==> src/rtl/adc_cap_pkg.sv <==
package adc_cap_pkg;

  localparam int DATA_W = 14;
  localparam int LANE_W = DATA_W + 2;
  localparam int WORD_W = 2 * LANE_W;

  typedef logic [LANE_W-1:0] lane_t;

  typedef enum logic [1:0] {
    ST_IDLE = 2'd0,
    ST_RUN  = 2'd1,
    ST_DONE = 2'd2
  } cap_state_t;

  // zero guard on top, data in the middle, over-range flag at the bottom
  function automatic lane_t make_lane(input logic [DATA_W-1:0] d, input logic o);
    return {1'b0, d, o};
  endfunction

endpackage

==> src/rtl/cap_rst_sync.sv <==
module cap_rst_sync #(
  parameter int STAGES = 2
) (
  input  logic clk,
  input  logic arst_n,
  output logic rst_n_o
);

  localparam int NS = (STAGES < 2) ? 2 : STAGES;

  logic [NS-1:0] sh_q;
  logic [NS-1:0] sh_d;

  always_comb begin
    sh_d = {sh_q[NS-2:0], 1'b1};
  end

  always_ff @(posedge clk or negedge arst_n) begin
    if (!arst_n) sh_q <= '0;
    else         sh_q <= sh_d;
  end

  assign rst_n_o = sh_q[NS-1];

endmodule

==> src/rtl/cap_edge_lanes.sv <==
module cap_edge_lanes
  import adc_cap_pkg::*;
(
  input  logic              clk,
  input  logic              rst_n,
  input  logic              rise_en,
  input  logic              fall_en,
  input  logic [DATA_W-1:0] smp_data,
  input  logic              smp_ovr,
  output lane_t             rise_lane,
  output lane_t             fall_lane
);

  lane_t lane_now;
  lane_t rise_d;
  lane_t fall_d;

  always_comb begin
    lane_now = make_lane(smp_data, smp_ovr);
    rise_d   = rise_en ? lane_now : rise_lane;
    fall_d   = fall_en ? lane_now : fall_lane;
  end

  always_ff @(posedge clk or negedge rst_n) begin
    if (!rst_n) rise_lane <= '0;
    else        rise_lane <= rise_d;
  end

  always_ff @(negedge clk or negedge rst_n) begin
    if (!rst_n) fall_lane <= '0;
    else        fall_lane <= fall_d;
  end

endmodule

==> src/rtl/cap_ctrl.sv <==
module cap_ctrl
  import adc_cap_pkg::*;
#(
  parameter int CNT_W = 16
) (
  input  logic             clk,
  input  logic             rst_n,
  input  logic             cap_en,
  input  logic             force_stop,
  input  logic [CNT_W-1:0] req_count,
  input  logic             fifo_full,
  output logic             take_rise,
  output logic             pair_vld,
  output logic             fifo_wr,
  output logic             cap_done,
  output logic             stop_forced,
  output logic             overflow
);

  localparam int CW = CNT_W + 1;

  cap_state_t    st_q, st_d;
  logic [CW-1:0] cnt_q, cnt_d;
  logic [CW-1:0] cnt_step;
  logic [CW-1:0] goal;
  logic          pair_q, pair_d;
  logic          forced_q, forced_d;
  logic          ovf_q, ovf_d;
  logic          wr;
  logic          reach;

  always_comb begin
    goal     = {1'b0, req_count} + CW'(req_count[0]);
    wr       = pair_q & cap_en & ~fifo_full;
    cnt_step = cnt_q + (wr ? CW'(2) : CW'(0));
    reach    = (cnt_step >= goal);

    st_d      = st_q;
    cnt_d     = cnt_q;
    pair_d    = 1'b0;
    forced_d  = forced_q;
    ovf_d     = ovf_q | (pair_q & cap_en & fifo_full);
    take_rise = 1'b0;

    if (!cap_en) begin
      st_d     = ST_IDLE;
      cnt_d    = '0;
      forced_d = 1'b0;
      ovf_d    = 1'b0;
    end else begin
      case (st_q)
        ST_IDLE: st_d = ST_RUN;
        ST_RUN: begin
          cnt_d = cnt_step;
          if (force_stop) begin
            st_d     = ST_DONE;
            forced_d = 1'b1;
          end else if (reach) begin
            st_d = ST_DONE;
          end else begin
            take_rise = 1'b1;
            pair_d    = 1'b1;
          end
        end
        default: st_d = ST_DONE;
      endcase
    end
  end

  always_ff @(posedge clk or negedge rst_n) begin
    if (!rst_n) begin
      st_q     <= ST_IDLE;
      cnt_q    <= '0;
      pair_q   <= 1'b0;
      forced_q <= 1'b0;
      ovf_q    <= 1'b0;
    end else begin
      st_q     <= st_d;
      cnt_q    <= cnt_d;
      pair_q   <= pair_d;
      forced_q <= forced_d;
      ovf_q    <= ovf_d;
    end
  end

  assign pair_vld    = pair_q;
  assign fifo_wr     = wr;
  assign cap_done    = (st_q == ST_DONE);
  assign stop_forced = forced_q;
  assign overflow    = ovf_q;

endmodule

==> src/rtl/adc_pair_capture.sv <==
module adc_pair_capture
  import adc_cap_pkg::*;
#(
  parameter int CNT_W       = 16,
  parameter int SYNC_STAGES = 2
) (
  input  logic              dry_clk,
  input  logic              rst_n,
  input  logic              cap_en,
  input  logic              force_stop,
  input  logic [CNT_W-1:0]  req_count,
  input  logic [DATA_W-1:0] smp_data,
  input  logic              smp_ovr,
  input  logic              fifo_full,
  output logic              fifo_wr,
  output logic [WORD_W-1:0] fifo_wdata,
  output logic              cap_done,
  output logic              stop_forced,
  output logic              overflow
);

  logic  irst_n;
  logic  take_rise;
  logic  pair_vld;
  lane_t rise_lane;
  lane_t fall_lane;

  cap_rst_sync #(.STAGES(SYNC_STAGES)) i_rst (
    .clk     (dry_clk),
    .arst_n  (rst_n),
    .rst_n_o (irst_n)
  );

  cap_edge_lanes i_lanes (
    .clk       (dry_clk),
    .rst_n     (irst_n),
    .rise_en   (take_rise),
    .fall_en   (pair_vld),
    .smp_data  (smp_data),
    .smp_ovr   (smp_ovr),
    .rise_lane (rise_lane),
    .fall_lane (fall_lane)
  );

  cap_ctrl #(.CNT_W(CNT_W)) i_ctrl (
    .clk         (dry_clk),
    .rst_n       (irst_n),
    .cap_en      (cap_en),
    .force_stop  (force_stop),
    .req_count   (req_count),
    .fifo_full   (fifo_full),
    .take_rise   (take_rise),
    .pair_vld    (pair_vld),
    .fifo_wr     (fifo_wr),
    .cap_done    (cap_done),
    .stop_forced (stop_forced),
    .overflow    (overflow)
  );

  assign fifo_wdata = {rise_lane, fall_lane};

endmodule

==> config.mk <==
export PLATFORM = sky130hd
export DESIGN_NAME = adc_pair_capture
export DESIGN_NICKNAME = d
export VERILOG_FILES = /design/src/rtl/adc_cap_pkg.sv /design/src/rtl/cap_rst_sync.sv /design/src/rtl/cap_edge_lanes.sv /design/src/rtl/cap_ctrl.sv /design/src/rtl/adc_pair_capture.sv
export SDC_FILE = /design/constraint.sdc
export NUM_CORES = 1
export LEC_CHECK = 0
export ABC_AREA = 0
export CORE_MARGIN = 3
export CORE_UTILIZATION = 50
export DETAILED_ROUTE_END_ITERATION = 10
export PLACE_DENSITY = 0.81
export SLEW_MARGIN = 20
export SYNTH_ARGS = -nofsm -noshare
export SYNTH_HDL_FRONTEND = slang
export SYNTH_SLANG_ARGS = --single-unit
==> constraint.sdc <==
create_clock -name dry_clk -period 2.25 [get_ports dry_clk]
set_input_delay 0.5625 -clock dry_clk [delete_from_list [all_inputs] [get_ports dry_clk]]
set_output_delay 0.5625 -clock dry_clk [all_outputs]
set_load 0.02 [all_outputs]
# After elaboration in Yosys (flattened, before gate mapping)
# Index checks and enable logic that the tools add are counted.
# totals
register_bits	54
in_bits	36
out_inout_bits	36
word_cells	38
# classes
n_addsub	2
order_cmp	1
eq_ne	5
n_mux	15
bitwise_logic	5
n_reduce_logical	2
# op_table
operator	count
$mux 17	2
$add 16x1->17	1
$add 17x17->17	1
$ge 17x17->1	1
$mux 1	8
$mux 2	4
$ne 2x1->1 const B	2
$ne 4x3->1 const B	1
$pmux 2 s2	1
$and 1x1->1	3
$eq 2x1->1 const B	1
$eq 2x2->1 const B	1
$logic_not 2->1	1
$reduce_and 2->1	1
$not 1->1	1
$or 1x1->1	1

# Depth between registers and ports, before layout
# logic_depth
ltp_word	9
mapped_depth	17

# Hierarchy
# Synthesis repeated with hierarchy kept, for this count alone.
# hier_totals
cells_unflattened	284
area_unflattened_um2	3146.8
# modules_own_cells
module	n_inst	cells_per_inst	area_each_um2
cap_ctrl	1	214	1848.0
cap_edge_lanes	1	67	1244.9
cap_rst_sync	1	3	53.8

==> results.tsv <==
metric	value	unit
vias in the first global route	2977	
largest family of logic cells by synthesized area	simple AND/OR/NAND/NOR gates	
DR iter-0 viols	211	
post-synthesis compound-gate area fraction	6.03	%
layout cells sized above 1	39.6	%
post-synthesis sequential area ratio	43.2	%
Buf+Inv Stages, Crit Path	3	
f_max	310	MHz
slowest CP cell	clkdlybuf4s50_1	
Post-Layout Cell Count	501	
Int Power	2.67	mW
CTS tree	built	
# IOs	72	
post-synth top area cell	dfrtp_1	
leak pwr	2.26	nW
Yosys top cell area share	30.9	%
clock power share	15.8	%
Worst Path Max Fanout	5	
clock transition at the registers of the reported paths	0.09	ns
initial antenna violation count	0	
CP delay by family, top	simple AND/OR/NAND/NOR gates	
Synth Area in Simple Gates	17.3	%
DR WL/cell	19.0	um
die height	84.4	um
max_cap viols	0	
gr ovfl total	0	
First-pass DRT Iterations	5	
global-route wire length before repair	14.3	mm
Final GP Congestion	0.818	
top post-synthesis cells by area	dfrtp_1 (31%), dfrtn_1 (12%), mux2_2 (8.4%), ha_1 (7.7%), xnor2_1 (7.7%)	
adder-cell share of the synthesized area	7.74	%
Yosys warnings	0	
# rows	27	
Avg Inst Size Synth	11.0	um2
FF+latch count, synth	53	
switching pwr	1.42	mW
CP max stage delay	0.48	ns
Clock Skews	0.0174	ns
Total GRT Usage	24.9	%
final core utilization	84.7	%
DP Cell Count	478	
Starting Density	53.8	%
Vias	2760	
combinational power share	47.6	%
Tcrit/Tclk final	143	%
Critical Path RT	2.44	ns
Core Box Area	5710	um2
mux share of post-synthesis cell area	11.4	%
DRC errors left	0	
synth unique cells	38	
filler cell count	282	
RSZ-0062 raised after global routing	yes	
xor/xnor share of the synthesized area	11.4	%
Finish-stage setup viols	48	
Final Hold Vio Count	0	
clock root cell	clkbuf_8	
total die area	7120	um2
Cell Area, Synth	3070	um2
worst skew pair latency	0.31	ns
failing checks	negative setup slack	
VDD IR max	0.915	mV
Sink Count	53	
status	finished, violations left	
Syn Inst Count	280	
setup ws final	-0.975	ns
Ant. Diodes	0	
CP Cell Sequence	clkdlybuf4s50_1 > and3_4 > and3_4 > nand3_2 > nor2_4 > xnor2_2 > ha_1 > a211oi_2 > nor2_4 > nor3b_4 > a22oi_4 > buf_6 > buf_12 > mux2_4	
CTS max path bufs	2	
# port buffers	69	
CP Launch Type	primary input	
largest net degree at the start of global routing	22	
Syn-to-layout area delta	57.3	%
H-tree depth	2	
Nets	483	
Worst Hold Class	register to async pin	
max-slew violation count	0	
Routed Antenna Nets	0	
critical path capture point type	register	
setup TNS	-21.41	ns
Pwr Density	846	nW/um2
sw frac	34.8	%
vias per inst	5.51	
CP Class	primary input to register	
Post-Route WL	9.52	mm
Data arrival, critical path	3.42	ns
Tmin final	3.22	ns
hold buffer count at cts	0	
dpl hpwl	5.65	mm
Flop pwr share	36.6	%
CTS buffer count	5	
Die Wd	84.4	um
[cell usage in the layout (no fill, tap or decap), types with 3 or more instances in the layout]
| cell | Yosys | final |
|---|---|---|
| and3_1 | 6 | 4 |
| ha_1 | 19 | 15 |
| a21boi_0 | 4 | 4 |
| a21oi_1 | 7 | 7 |
| clkdlybuf4s50_1 | 0 | 45 |
| mux2_2 | 23 | 16 |
| xor2_1 | 13 | 13 |
| mux2_4 | 6 | 13 |
| buf_4 | 2 | 75 |
| nand3_4 | 0 | 3 |
| nand2_1 | 26 | 25 |
| nor2_1 | 11 | 7 |
| nor3_1 | 5 | 3 |
| inv_1 | 5 | 4 |
| xnor2_1 | 27 | 25 |
| dfrtp_1 | 38 | 37 |
| nand3_1 | 16 | 10 |
| clkbuf_8 | 0 | 5 |
| dfrtn_1 | 15 | 15 |
| conb_1 | 2 | 3 |
| nor2_4 | 0 | 4 |
| nand4_1 | 7 | 7 |
| nand3_2 | 0 | 3 |
| and2_1 | 12 | 12 |
| dlygate4sd2_1 | 0 | 4 |
| nor2b_1 | 4 | 4 |
| buf_6 | 0 | 19 |
| o21ai_0 | 5 | 4 |
[power groups by stage]
stage	registers, mW	clock network (mW)	logic [mW]
final	1.50	0.645	1.95
after global routing	1.53	0.696	2.04
after CTS	1.47	0.650	1.87
after detailed placement	1.44	0	1.69
after global placement	1.43	0	1.65
after floorplan	1.78	0	0.517
[per-stage QoR]
step                cell area, um2  worst slack (ns)  total power [mW]  hold WS (ns)
finish                        4830            -0.975              4.09         0.200
global route                  4830             -1.10              4.27         0.228
CTS                           4730            -0.910              3.98         0.217
detailed placement            4390             -1.57              3.13         0.207
global placement              4390             -1.52              3.08         0.199
floorplan                     3200             -1.21              2.30         0.267
[state kept, by name, summed over array words and instances, names as in the netlist]
| signal | flops |
|---|---|
| i_ctrl.pair_vld | 1 |
| i_ctrl.cnt_q | 16 |
| i_ctrl.stop_forced | 1 |
| i_lanes.fall_lane | 15 |
| i_ctrl.st_q | 2 |
| i_ctrl.overflow | 1 |
| i_rst.sh_q | 2 |
| i_lanes.rise_lane | 15 |
[Yosys cell counts]
library cell / n
nor3b_2: 1
nand3_1: 16
or2_2: 1
ha_1: 19
inv_1: 5
nor3_1: 5
a2111oi_4: 1
dfrtp_1: 38
and3_1: 6
a211oi_1: 1
nor4_2: 1
o21a_1: 2
and3b_1: 1
a22oi_4: 1
mux2_4: 6
mux2_2: 23
nor4_4: 1
a21oi_1: 7
buf_12: 1
xnor2_1: 27
nor2_1: 11
dfrtn_1: 15
nand4_2: 1
and4_1: 1
a2bb2oi_2: 1
clkbuf_1: 8
nand4_1: 7
and2_1: 12
conb_1: 2
buf_4: 2
xor2_1: 13
nor2b_1: 4
a21boi_0: 4
o21ai_0: 5
nand2b_1: 2
nand2_1: 26
or3_1: 2
o2bb2ai_1: 1
[per-layer routing]
metal	GRT usage [%]	part of all wire (%)	vias up
li1	-	-	1254
met1	28.9	39	1310
met2	44.6	49	160
met3	7.26	9.3	36
met4	7.34	3.5	0
met5	0	0	-
[repair_timing]
item | in CTS | in global routing
pin swaps | 15 | 3
cloned | 2 | 1
endpoints found under the setup margin | 53 | 48
setup buffers | 8 | 7
gates resized for setup | 130 | 17
[cells by family after synthesis]
family | after synthesis
adders and majority gates | 19
other | 2
DFF | 53
AOI/OAI and AO/OA | 23
buffers and inverters | 16
and+or+nand+nor | 98
muxes | 29
xor gates and xnor gates | 40
[path summary, 6_finish.rpt]
path                       cells past startpoint                    end  slack [ns]             from
setup / recovery                              14   i_lanes.rise_lane[0]       -0.97     req_count[5]
hold / removal                                 0   i_lanes.rise_lane[5]        0.20    i_rst.sh_q[1]
setup reg to reg                              16   i_lanes.rise_lane[0]       -0.93  i_ctrl.pair_vld
hold reg to reg                                0   i_lanes.rise_lane[5]        0.20    i_rst.sh_q[1]
max in group asynchronous                      0  i_lanes.fall_lane[13]        0.71    i_rst.sh_q[1]
min in group dry_clk                           0          i_rst.sh_q[1]        0.36    i_rst.sh_q[0]
[final cells by class]
class                      count  area [um2]  share of cell area [%]
inverter                       5        18.8                   0.388
tap                           72        90.1                    1.86
clock inverter                 2        35.0                   0.725
clock buffer                   6        72.6                    1.50
multi-input combinational    212        1900                    39.3
timing repair buffer         151        1390                    28.8
sequential                    53        1330                    27.5
Power figures use the tool's default switching activity.
